===== src/rtl/spi_rx_fifo_pkg.sv =====
package spi_rx_fifo_pkg;
  // strobes issued by the control to the datapath each cycle
  typedef struct packed {
    logic shiftEn;  // capture one serial bit
    logic pushEn;   // write the completed frame into the queue
  } rxStrobe_t;
endpackage


===== src/rtl/spi_rx_fifo_ctrl.sv =====
module spi_rx_fifo_ctrl
  import spi_rx_fifo_pkg::*;
#(
  parameter int DEPTH      = 4,
  parameter int FRAME_BITS = 8,
  localparam int PTR_W = $clog2(DEPTH),
  localparam int LVL_W = $clog2(DEPTH + 1),
  localparam int CNT_W = $clog2(FRAME_BITS)
) (
  input  logic             clk,
  input  logic             rst_n,
  input  logic             sck,
  input  logic             spiActive,
  input  logic             thrSel,
  input  logic             rdEn,
  input  logic             rdWide,
  output rxStrobe_t        strobe,
  output logic [PTR_W-1:0] wrPtr,
  output logic [PTR_W-1:0] rdPtr,
  output logic [LVL_W-1:0] level,
  output logic             rxReady,
  output logic             overrun
);
  logic             sckPrev;
  logic [CNT_W-1:0] bitCnt;
  logic             thrQuarter;
  logic             sckRise;
  logic             lastBit;
  logic             full;
  logic [1:0]       popCnt;

  function automatic logic [PTR_W-1:0] ptrStep(input logic [PTR_W-1:0] p, input int n);
    int s;
    s = int'(p) + n;
    return PTR_W'(s % DEPTH);
  endfunction

  always_comb begin
    sckRise = spiActive & sck & ~sckPrev;
    lastBit = sckRise && (bitCnt == CNT_W'(FRAME_BITS - 1));
    full    = (level == LVL_W'(DEPTH));
    strobe.shiftEn = sckRise;
    strobe.pushEn  = lastBit && !full;
    if (!rdEn || level == '0)          popCnt = 2'd0;
    else if (rdWide && level >= LVL_W'(2)) popCnt = 2'd2;
    else                               popCnt = 2'd1;
    rxReady = thrQuarter ? (level >= LVL_W'(1)) : (level >= LVL_W'(2));
  end

  always_ff @(posedge clk) begin
    if (!rst_n) begin
      sckPrev    <= 1'b0;
      bitCnt     <= '0;
      level      <= '0;
      wrPtr      <= '0;
      rdPtr      <= '0;
      overrun    <= 1'b0;
      thrQuarter <= 1'b0;
    end else begin
      sckPrev    <= sck;
      thrQuarter <= thrSel;
      if (!spiActive)   bitCnt <= '0;
      else if (sckRise) bitCnt <= lastBit ? '0 : bitCnt + 1'b1;
      if (strobe.pushEn) wrPtr <= ptrStep(wrPtr, 1);
      rdPtr   <= ptrStep(rdPtr, int'(popCnt));
      level   <= level + LVL_W'(strobe.pushEn) - LVL_W'(popCnt);
      overrun <= overrun | (lastBit & full);
    end
  end
endmodule


===== src/rtl/spi_rx_fifo_dpath.sv =====
module spi_rx_fifo_dpath
  import spi_rx_fifo_pkg::*;
#(
  parameter int DEPTH      = 4,
  parameter int FRAME_BITS = 8,
  localparam int PTR_W = $clog2(DEPTH),
  localparam int LVL_W = $clog2(DEPTH + 1)
) (
  input  logic                    clk,
  input  logic                    rst_n,
  input  logic                    miso,
  input  logic                    rdWide,
  input  rxStrobe_t               strobe,
  input  logic [PTR_W-1:0]        wrPtr,
  input  logic [PTR_W-1:0]        rdPtr,
  input  logic [LVL_W-1:0]        level,
  output logic [2*FRAME_BITS-1:0] rdData
);
  logic [FRAME_BITS-2:0] shiftReg;
  logic [FRAME_BITS-1:0] frame;
  logic [FRAME_BITS-1:0] slots [DEPTH];
  logic [PTR_W-1:0]      rdNext;

  always_comb begin
    frame  = {shiftReg, miso};
    rdNext = (int'(rdPtr) == DEPTH - 1) ? '0 : rdPtr + 1'b1;
    rdData[FRAME_BITS-1:0] = (level >= LVL_W'(1)) ? slots[rdPtr] : '0;
    rdData[2*FRAME_BITS-1:FRAME_BITS] =
      (rdWide && level >= LVL_W'(2)) ? slots[rdNext] : '0;
  end

  always_ff @(posedge clk) begin
    if (!rst_n) shiftReg <= '0;
    else if (strobe.shiftEn) shiftReg <= frame[FRAME_BITS-2:0];
  end

  for (genvar g = 0; g < DEPTH; g++) begin : gSlot
    always_ff @(posedge clk) begin
      if (!rst_n) slots[g] <= '0;
      else if (strobe.pushEn && int'(wrPtr) == g) slots[g] <= frame;
    end
  end
endmodule


===== src/rtl/spi_rx_fifo.sv =====
module spi_rx_fifo
  import spi_rx_fifo_pkg::*;
#(
  parameter int DEPTH      = 4,
  parameter int FRAME_BITS = 8,
  localparam int PTR_W = $clog2(DEPTH),
  localparam int LVL_W = $clog2(DEPTH + 1)
) (
  input  logic                    clk,
  input  logic                    rst_n,
  input  logic                    sck,
  input  logic                    miso,
  input  logic                    spiActive,
  input  logic                    thrSel,
  input  logic                    rdEn,
  input  logic                    rdWide,
  output logic [2*FRAME_BITS-1:0] rdData,
  output logic                    rxReady,
  output logic [LVL_W-1:0]        rxLevel,
  output logic                    overrun
);
  rxStrobe_t        strobe;
  logic [PTR_W-1:0] wrPtr;
  logic [PTR_W-1:0] rdPtr;

  spi_rx_fifo_ctrl #(.DEPTH(DEPTH), .FRAME_BITS(FRAME_BITS)) u_ctrl (
    .clk(clk), .rst_n(rst_n), .sck(sck), .spiActive(spiActive),
    .thrSel(thrSel), .rdEn(rdEn), .rdWide(rdWide), .strobe(strobe),
    .wrPtr(wrPtr), .rdPtr(rdPtr), .level(rxLevel), .rxReady(rxReady),
    .overrun(overrun)
  );

  spi_rx_fifo_dpath #(.DEPTH(DEPTH), .FRAME_BITS(FRAME_BITS)) u_dpath (
    .clk(clk), .rst_n(rst_n), .miso(miso), .rdWide(rdWide), .strobe(strobe),
    .wrPtr(wrPtr), .rdPtr(rdPtr), .level(rxLevel), .rdData(rdData)
  );
endmodule


===== config.mk =====
export PLATFORM = sky130hd
export DESIGN_NAME = spi_rx_fifo
export DESIGN_NICKNAME = d
export VERILOG_FILES = /design/src/rtl/spi_rx_fifo_pkg.sv /design/src/rtl/spi_rx_fifo_ctrl.sv /design/src/rtl/spi_rx_fifo_dpath.sv /design/src/rtl/spi_rx_fifo.sv
export SDC_FILE = /design/constraint.sdc
export NUM_CORES = 1
export LEC_CHECK = 0
export BUFFER_PORTS_ARGS = -buffer_cell sky130_fd_sc_hd__buf_2
export CORE_ASPECT_RATIO = 0.7
export CORE_MARGIN = 4
export CORE_UTILIZATION = 63
export CTS_CLUSTER_DIAMETER = 30
export DETAILED_ROUTE_END_ITERATION = 7
export PLACE_DENSITY = 0.84
export SLEW_MARGIN = 20
export SYNTH_ARGS = -nofsm -noshare
export SYNTH_HDL_FRONTEND = slang
export SYNTH_SLANG_ARGS = --single-unit

===== constraint.sdc =====
create_clock -name clk -period 4 [get_ports clk]
set_clock_uncertainty 0.05 [all_clocks]
set_input_delay 0.4 -clock clk [delete_from_list [all_inputs] [get_ports clk]]
set_output_delay 0.4 -clock clk [all_outputs]
set_load 0.02 [all_outputs]

## Yosys cells after proc, flatten, opt, wreduce, memory -nomap -nowiden

Memories as Yosys holds them, arrays and structs flattened. A register that Yosys moved wholly into a read port is not among the register bits.
Cells that the tools add are included.

- Add/subtract/negate cells: 6
- Magnitude comparators: 2
- Equality and inequality tests: 6
- Multiplexer cells: 25
- Bitwise operators: 9
- Reductions and logical operators: 13

Operators by type and width:

| cell | count |
|---|---|
| 8-bit 2-to-1 mux | 6 |
| 1-bit 2-to-1 mux | 14 |
| 2-bit 2-to-1 mux | 4 |
| 1-bit logical AND | 7 |
| 3-bit == test, second input constant | 2 |
| 1-bit bitwise OR | 5 |
| 2-bit by 1-bit adder with 2-bit output, second input constant | 2 |
| 2-bit by 1-bit == test with 1-bit output, second input constant | 2 |
| 2-bit == test, second input constant | 2 |
| 3-bit by 1-bit adder with 3-bit output | 1 |
| 3-bit by 1-bit adder with 3-bit output, second input constant | 1 |
| 1-bit AND | 3 |
| 3-bit by 1-bit >= comparator with 1-bit output, second input constant | 1 |
| 3-bit by 2-bit >= comparator with 1-bit output, second input constant | 1 |
| 3-bit zero test | 1 |
| 3-bit 2-to-1 mux | 1 |
| 3-bit by 2-bit subtractor with 3-bit output | 1 |
| 2-bit adder | 1 |
| 1-bit zero test | 2 |
| 2-bit zero test | 1 |
| 2-bit AND reduction | 1 |
| 1-bit logical OR | 1 |
| 1-bit inverter | 1 |

- Register bits after elaboration: 20
- Bits in writable memories: 32
- Bits of input ports: 8
- Output and inout port bits: 21
- Word-level logic and storage cells: 70
- Memories: 1

Memory list:

| name | words | width | read ports | clocked after memory_dff | wr ports | RTL line | text |
|---|---|---|---|---|---|---|---|
| u_dpath.slots | 4 | 8 | 2 | 1 | 4 | spi_rx_fifo_dpath.sv:21 | `logic [FRAME_BITS-1:0] slots [DEPTH];` |

## Longest topological paths before layout

Gate-level depths: netlist (run 1).

- Depth in word-level cells: 9
- Mapped depth: 12
- Mapped depth without buffers: 11

## Modules after synthesis

Synthesis (run 1) repeated with hierarchy kept, for this count alone.

- Cell total of the unflattened synthesis: 220
- Area, all modules: 2,695.1 um^2

Modules (own cells, without submodules):

| module | instances | cells an instance | area an instance (um^2) | seq. area each (um^2) |
|---|---|---|---|---|
| spi_rx_fifo_dpath | 1 | 150 | 2,020.7 | 1,101.1 |
| spi_rx_fifo_ctrl | 1 | 70 | 674.4 | 260.2 |

## Worst setup path before layout (run 1)

OpenSTA, ideal clock, no wires.

- Path type: register to register
- Start: register u_ctrl.bitCnt[0]
- End: register u_ctrl.level[2]
- Data arrival time: 2.367 ns
- Path slack: 1.468 ns
- Cell stages (with the launch flop): 13
- Path buffers: 1
- Period minus slack after synthesis: 2.532 ns
- Cell sequence: dfxtp_1 ha_1 ha_1 nand4b_4 or2_2 buf_4 xnor2_1 ha_1 inv_1 fa_1 xnor2_1 xnor2_1 and2_1

- Longest elaborated chain between the ends: 5

RTL lines:

| element | RTL line | text |
|---|---|---|
| from (decl) | spi_rx_fifo_ctrl.sv:25 | `logic [CNT_W-1:0] bitCnt;` |
| from (signal assigned) | spi_rx_fifo_ctrl.sv:63 | `else if (sckRise) bitCnt <= lastBit ? '0 : bitCnt + 1'b1;` |
| 3-bit == test | spi_rx_fifo_ctrl.sv:40 | `lastBit = sckRise && (bitCnt == CNT_W'(FRAME_BITS - 1));` |
| 1-bit logical AND | spi_rx_fifo_ctrl.sv:40 |  |
| 1-bit logical AND | spi_rx_fifo_ctrl.sv:43 | `strobe.pushEn = lastBit && !full;` |
| 3-bit by 1-bit adder with 3-bit output | spi_rx_fifo_ctrl.sv:66 | `level <= level + LVL_W'(strobe.pushEn) - LVL_W'(popCnt);` |
| 3-bit by 2-bit subtractor with 3-bit output | spi_rx_fifo_ctrl.sv:66 |  |
| to (signal assigned) | spi_rx_fifo_ctrl.sv:66 |  |
| to (decl) | spi_rx_fifo_ctrl.sv:20 | `output logic [LVL_W-1:0] level,` |

No other way between the ends.
A chain may end at the register's enable or synchronous reset.

## Worst setup path after layout (run 1)

- Start: register u_ctrl.rdPtr[0]
- End: output port rdData[14]

- Longest elaborated chain between the ends: 4
- Elaborated cells between the ends (all ways): 5
- Those cells by class: add/sub: 1; eq/ne: 1; mux: 2; memory: 1

RTL lines:

| element | RTL line | text |
|---|---|---|
| from (decl) | spi_rx_fifo_ctrl.sv:19 | `output logic [PTR_W-1:0] rdPtr,` |
| from (signal assigned) | spi_rx_fifo_ctrl.sv:65 | `rdPtr <= ptrStep(rdPtr, int'(popCnt));` |
| 2-bit by 1-bit adder with 2-bit output or 2-bit by 1-bit == test with 1-bit output (tied branches) | spi_rx_fifo_dpath.sv:26 | `rdNext = (int'(rdPtr) == DEPTH - 1) ? '0 : rdPtr + 1'b1;` |
| 2-bit 2-to-1 mux * | spi_rx_fifo_dpath.sv:26 |  |
| memory 4 x 8 bit * | - |  |
| 8-bit 2-to-1 mux * | spi_rx_fifo_dpath.sv:29 | `(rdWide && level >= LVL_W'(2)) ? slots[rdNext] : '0;` |
| to (decl) | spi_rx_fifo.sv:17 | `output logic [2*FRAME_BITS-1:0] rdData,` |

Mark *: on every way between the ends. The rest lies on a longest branch, timed or not.

==> results.yml, run 1 <==
setup_path:
  cp_num_buf_inv: 2
  r2r_end: "u_ctrl.level[2]"
  crit_required_ns: 3.55
  path_max_fanout: 25
  setup.worst_path.start_class: "flip-flop"
  r2r_start: "u_ctrl.bitCnt[0]"
  r2r_cells: 11
  r2r_slack_ns: 1.27
  critical_path_class: "reg -> out"
  critPathTopFamily: "multiplexers"
  slowest_stage: "mux4_2"
  max_stage_delay_ns: 0.53
  cp-end-kind: "output pin"
  worstPathArrival_ns: 2.29
  worstPathCellList: "buf_4, ha_1, nor2_4, mux4_2, and2_1, buf_2"
job:
  drv_cap: 0
global_routing:
  globalRouteOverflowTotal: 0
  grt_pass1_wl_mm: 8.742
  grt_max_degree: 31
  antenna_found_initial: 0
  grt_pass1_vias: 1743
  gr-usage-all-layers_pct: 20.83
synthesis:
  ys_ff_latch: 52
  synthMuxAreaShare_pct: 11.51
  synth-adder-area-share_pct: 4.692
  async_flop_share_pct: 0
  synth.cell_area_um2: 2826
  synth-edff-count: 32
  synth_simple_gate_area_share_pct: 21.43
  syn_area_per_cell_um2: 12.03
  yosys_warnings: 0
  synth_top_family_by_area: "simple AND/OR/NAND/NOR gates"
  synth_top_flop_cell: "edfxtp_1"
  ys_seq_area_share_pct: 48.16
  synth_compound_area_share_pct: 9.340
  synth_xor_xnor_area_share_pct: 0.9296
  synthDistinctLibCells: 38
  syn_nets: 253
  synthCells: 235
detailed_routing:
  wire_per_inst_um: 16.49
  vias: 1762
  drt-total-wl_mm: 5.194
  wl_met2_mm: 2.236
  viasPerCell: 5.594
  drcViolationCount: 0
  met3_wirelength_um: 347
  antenna_left: 0
  highest_layer: "met4"
  dr.first_iter.drc_count: 167
  wl_met1_mm: 2.523
  first_pass_iters: 4
timing:
  slew_violations: 0
  rsz0062_at_grt: "false"
  hold_violations: 0
  fin_crit_sh_pct: 68.56
  slew_headroom_pct: 30.51
  fin_crit_ns: 2.743
  clock.fmax_mhz: 364.6
  tns_ns: 0
  setup_viol: 0
  hold_slack_ns: 0.2881
  worst_slew_pin_slew_ns: 1.031
die:
  initial_utilization_pct: 65.29
  die_w_um: 88.06
  chipHeight_um: 64.04
  die-area_um2: 5639
  core_area_um2: 4329
  rows: 20
  num_io_pins: 29
cts:
  root_buffer: "clkbuf_8"
  clk_latency_ns: 0.30
  post_cts_buffers: 0
  htreeDepth: 2
  postCtsHoldBufs: 0
  clk_path_buf_depth: 2
  tritoncts: "done"
  cts_made_buffers: 5
  clkSinkCount: 52
  cts_resized: 0
  clk_pin_slew_worst_paths_ns: 0.09
pwr:
  p_per_area_nw_per_um2: 465.3
  ir_drop_mv: 0.3283
  p_leak_nw: 1.181
layout:
  antenna_cells: 0
  drive_gt1_share_pct: 24.23
  area_growth_pct: 9.208
  nFillCells: 307
  layout.nets: 277
worst_hold_path:
  min_to: "u_ctrl.thrQuarter"
  worstHoldStart: "thrSel"
  worstHoldPathType: "in -> reg"
  holdPathStages: 2
run_status:
  status: "completed"
placement:
  globalplace.congestion: 0.8004
  io_buffers: 28
  dp_hpwl_mm: 3.770
how the worst max path moves through the flow:
stage / depth (start not counted) / end / from / slack, ns
after detailed placement: 11 / u_ctrl.level[2] / u_ctrl.bitCnt[0] / 1.34
final: 6 / rdData[14] / u_ctrl.rdPtr[0] / 1.26
after CTS: 6 / rdData[14] / u_ctrl.rdPtr[0] / 1.25
after global placement: 11 / u_ctrl.level[2] / u_ctrl.bitCnt[0] / 1.48
after floorplan: 12 / u_ctrl.level[2] / u_ctrl.bitCnt[0] / 1.47
after global routing: 11 / u_ctrl.level[2] / u_ctrl.bitCnt[1] / 1.08
through the flow:
stage	area (µm²)	utilization [%]	power [mW]	worst slack (ns)	std cells
global placement	2965	68.50	1.059	1.475	307
finish	3087	71.30	1.436	1.257	315
floorplan	2826	-	0.9971	1.468	235
CTS	3087	71.30	1.444	1.254	315
detailed placement	2965	68.50	1.070	1.343	307
global route	3087	71.30	1.520	1.085	315
synth_stat cells, types with 2 or more instances:
cell	number	area, µm²
a211oi_1	12	90.09
a21boi_0	7	52.55
a21oi_1	3	15.01
and2_1	41	256.5
and2_2	6	45.04
buf_2	2	10.01
buf_4	2	15.01
buf_6	3	33.78
clkbuf_1	5	18.77
dfxtp_1	20	400.4
edfxtp_1	32	960.9
ha_1	9	112.6
inv_1	9	33.78
mux2i_1	10	100.1
mux4_2	10	225.2
nand2_1	24	90.09
nand2b_1	2	12.51
nand3b_1	3	22.52
nor2b_1	2	12.51
nor4b_2	3	45.04
o21a_1	7	52.55
o21ai_0	5	25.02
xnor2_1	3	26.28
layout make-up:
| type | count | area [µm²] | share of cell area [%] |
|---|---|---|---|
| inverter | 9 | 33.78 | 1.094 |
| timing repair buffer | 29 | 147.6 | 4.783 |
| clock inverter | 2 | 38.79 | 1.257 |
| multi-input combinational | 162 | 1354 | 43.86 |
| clock buffer | 6 | 82.58 | 2.675 |
| sequential | 52 | 1361 | 44.10 |
| tap | 55 | 68.82 | 2.229 |
sequential cells by signal, summed over array words and instances (netlist names):
| register | count |
|---|---|
| u_dpath.slots | 32 |
| u_dpath.shiftReg | 7 |
| u_ctrl.bitCnt | 3 |
| u_ctrl.level | 3 |
| u_ctrl.rdPtr | 2 |
| u_ctrl.wrPtr | 2 |
| u_ctrl.overrun | 1 |
| u_ctrl.sckPrev | 1 |
| u_ctrl.thrQuarter | 1 |
power breakdown:
group | total, mW | switching, mW | leakage, nW | internal [mW]
clock | 0.372 | 0.168 | 0.0614 | 0.205
sequential | 0.627 | 0.0297 | 0.472 | 0.597
combinational | 0.437 | 0.242 | 0.648 | 0.195
total | 1.44 | 0.440 | 1.18 | 0.996
metal layers:
layer / vias to the layer above / global-route usage (%)
li1: 889 / -
met1: 814 / 31.15
met2: 51 / 30.08
met3: 8 / 4.253
met4: 0 / 7.547
met5: - / 0
cell usage in the layout, fill, tap and decap left out, drive strengths merged:
cell type / synthesis / final
and2: 47 / 47
edfxtp: 32 / 32
buf: 7 / 29
nand2: 24 / 24
dfxtp: 20 / 20
a211oi: 12 / 12
mux4: 10 / 10
mux2i: 10 / 10
inv: 9 / 9
ha: 9 / 9
o21a: 7 / 7
a21boi: 7 / 7
clkbuf: 5 / 6
o21ai: 6 / 6
nor4b: 4 / 4
xnor2: 3 / 3
a21oi: 3 / 3
nand3b: 3 / 3
nand2b: 2 / 2
nor2b: 2 / 2
nor2: 2 / 2
or3: 1 / 1
and3: 1 / 1
nor3b: 1 / 1
nand4b: 1 / 1
or2: 1 / 1
a211o: 1 / 1
o211ai: 1 / 1
or4: 1 / 1
and3b: 1 / 1
a31oi: 1 / 1
fa: 1 / 1
clkinv: 0 / 1
bufinv: 0 / 1
logic make-up (layout without fill, tap and decap cells):
kind of cell / after synthesis / in the layout
AND/OR/NAND/NOR: 91 / 91
multiplexers: 20 / 20
adder cells (fa/ha/maj): 10 / 10
flip-flops: 52 / 52
AO/OA/AOI/OAI: 38 / 38
XOR/XNOR: 3 / 3
buffers and inverters: 21 / 46
No activity file was read; power rests on OpenSTA's default activity.
==> run 2, diff against run 1 <==
ABC_AREA = 1   (was unset)
CORE_UTILIZATION = 58   (was 63)
PLACE_DENSITY = 0.79   (was 0.84)
clock period = 2.8 ns   (was 4 ns; I/O delays follow)
==> run 2 against run 1 <==
Count of clock-buffer cells in the layout decreased by 1; worst hold slack worse by 0.19 ns; core utilization decreased by 4.2 points; clock power up 17%; worst setup slack lost 0.90 ns; non-clock buffer count is 3 higher; first-iteration DRC count is 2.4% lower; synthesized cell count is 40% higher; via count grew 21%; design area down 3.1%.
==> results.yml, run 2 <==
run_status:
  status: "completed"
cts:
  clk_pin_slew_worst_paths_ns: 0.10
  tritoncts: "done"
  root_buffer: "clkbuf_8"
  htreeDepth: 2
  cts_made_buffers: 5
  postCtsHoldBufs: 0
  clkSinkCount: 52
  clk_latency_ns: 0.30
  cts_resized: 0
  clk_path_buf_depth: 2
  post_cts_buffers: 0
timing:
  tns_ns: 0
  hold_violations: 0
  fin_crit_sh_pct: 87.24
  worst_slew_pin_slew_ns: 0.5446
  rsz0062_at_grt: "false"
  fin_crit_ns: 2.443
  setup_viol: 0
  clock.fmax_mhz: 409.4
  slew_violations: 0
  slew_headroom_pct: 63.59
detailed_routing:
  vias: 2139
  dr.first_iter.drc_count: 163
  drt-total-wl_mm: 5.239
  highest_layer: "met4"
  viasPerCell: 5.204
  wl_met1_mm: 2.592
  wl_met2_mm: 2.082
  antenna_left: 0
  drcViolationCount: 0
  wire_per_inst_um: 12.75
  met3_wirelength_um: 517
  first_pass_iters: 5
pwr:
  p_leak_nw: 1.306
  finalPower_mw: 2.393
  p_per_area_nw_per_um2: 800.2
  ir_drop_mv: 0.3864
placement:
  io_buffers: 28
  globalplace.congestion: 0.8809
  placed_area_um2: 2895
  dp_hpwl_mm: 3.995
  dp_cells: 403
synthesis:
  yosys_warnings: 0
  ys_seq_area_share_pct: 49.79
  synth.top_cell.area_share_pct: 35.15
  synth.cell_area_um2: 2734
  synthCells: 329
  ys_ff_latch: 52
  synth_common_cells: "nand2_1, inv_1, nor2_1"
  synth-edff-count: 32
  yosys.area.top_type: "edfxtp_1"
  synth_most_common_cell: "nand2_1"
  syn_nets: 347
  async_flop_share_pct: 0
  syn_area_per_cell_um2: 8.310
  synth_top_flop_cell: "edfxtp_1"
  ys_top_cells_by_area: "edfxtp_1, dfxtp_1, nand2_1, inv_1, a21oi_1"
  synthDistinctLibCells: 26
setup_path:
  critical_path_class: "reg -> out"
  slowest_stage: "ha_1"
  r2r_end: "u_ctrl.level[2]"
  path_max_fanout: 19
  worstPathCellList: "buf_4, ha_1, inv_1, a21oi_1, o21ai_0, a21oi_1, buf_2"
  setup.worst_path.start_class: "flip-flop"
  r2r_cells: 9
  cp-end-kind: "output pin"
  crit_required_ns: 2.47
  r2r_start: "u_ctrl.level[1]"
  worstPathArrival_ns: 2.11
  r2r_slack_ns: 0.50
  max_stage_delay_ns: 0.48
  crit_path_frequent_cell: "a21oi_1"
worst_hold_path:
  min_to: "u_ctrl.thrQuarter"
  holdPathStages: 3
  worstHoldPathType: "in -> reg"
  worstHoldStart: "thrSel"
die:
  initial_utilization_pct: 61.38
  num_io_pins: 29
  die_w_um: 90.06
  chipHeight_um: 65.44
  rows: 20
  die-area_um2: 5894
  core_area_um2: 4454
global_routing:
  antenna_found_initial: 0
  grt_pass1_vias: 1909
  globalRouteOverflowTotal: 0
  grt_max_degree: 40
  gr-usage-all-layers_pct: 19.09
  grt_pass1_wl_mm: 9.032
layout:
  most-common-layout-cells: "nand2_1, inv_1, nor2_1"
  reg_top3: "u_dpath.slots (32), u_dpath.shiftReg (7)"
  layout.nets: 373
  area_growth_pct: 9.382
  antenna_cells: 0
  max_flop_register: "u_dpath.slots"
  layout.cells.non_filler: 411
  stdcell_area_um2: 2990
  final_common_cell: "nand2_1"
  final_util_pct: 67.13
  nFillCells: 368
  drive_gt1_share_pct: 14.33
  largest_register_ffs: 32
job:
  drv_cap: 0
-- run 2: changes by cell type in the layout (fill, tap and decap cells not counted), moves of 16 or more --
| cell | before | now |
|---|---|---|
| nor2_1 | 1 | 48 |
| inv_1 | 9 | 53 |
| and2_1 | 41 | 0 |
| a21oi_1 | 3 | 38 |
| nand2_1 | 24 | 55 |
| o21ai_0 | 4 | 20 |
-- run 2: kinds of logic (layout without fill, tap and decap cells) --
kind of cell	count (synthesis)	after routing	share of synthesized area [%]
AND/OR/NAND/NOR	125	125	19.82
AO/OA/AOI/OAI	72	72	14.51
XOR/XNOR	2	2	0.6408
adder cells (fa/ha/maj)	10	10	4.851
buffers and inverters	68	95	10.39
flip-flops	52	52	49.79
-- run 2: final cells by class --
type                       instances  area, µm²  area share [%]
multi-input combinational        209       1089           36.40
clock buffer                       5      68.82           2.301
sequential                        52       1361           45.52
timing repair buffer              32      170.2           5.690
clock inverter                     3      26.28          0.8787
inverter                          55      206.4           6.904
tap                               55      68.82           2.301
-- run 2: per-layer routing --
layer | up-vias | track usage, %
li1 | 1121 | -
met1 | 927 | 28.43
met2 | 83 | 26.98
met3 | 8 | 5.721
met4 | 0 | 4.962
met5 | - | 0
-- run 2: metrics by stage --
step	hold WS, ns	setup slack [ns]
2_1_floorplan	0.3235	0.4838
3_3_place_gp	0.4036	0.5929
3_5_place_dp	0.4143	0.5201
4_1_cts	0.09730	0.4069
5_1_grt	0.1095	0.08306
6_report	0.1029	0.3572
-- run 2: worst max path at each step --
stage	start	to	slack [ns]
CTS	u_ctrl.rdPtr[1]	rdData[9]	0.41
finish	u_ctrl.rdPtr[1]	rdData[9]	0.36
global route	u_ctrl.rdPtr[1]	rdData[9]	0.08
floorplan	u_ctrl.bitCnt[0]	u_ctrl.level[2]	0.48
detailed placement	u_ctrl.bitCnt[0]	u_ctrl.level[2]	0.52
global placement	u_ctrl.bitCnt[0]	u_ctrl.level[2]	0.59
-- run 2: critical path: cells and delay by family (launching register included) --
kind | cells | cell delay [ns]
buf+inv | 3 | 0.58
compound gates | 3 | 0.42
flops | 1 | 0.31
fa+ha+maj | 1 | 0.48
-- run 2: report_power, final --
group / switching, mW / internal [mW] / leakage [nW] / total [mW]
clock: 0.251 / 0.184 / 0.0506 / 0.436
combinational: 0.696 / 0.343 / 0.781 / 1.04
sequential: 0.0486 / 0.870 / 0.474 / 0.918
total: 0.996 / 1.40 / 1.31 / 2.39
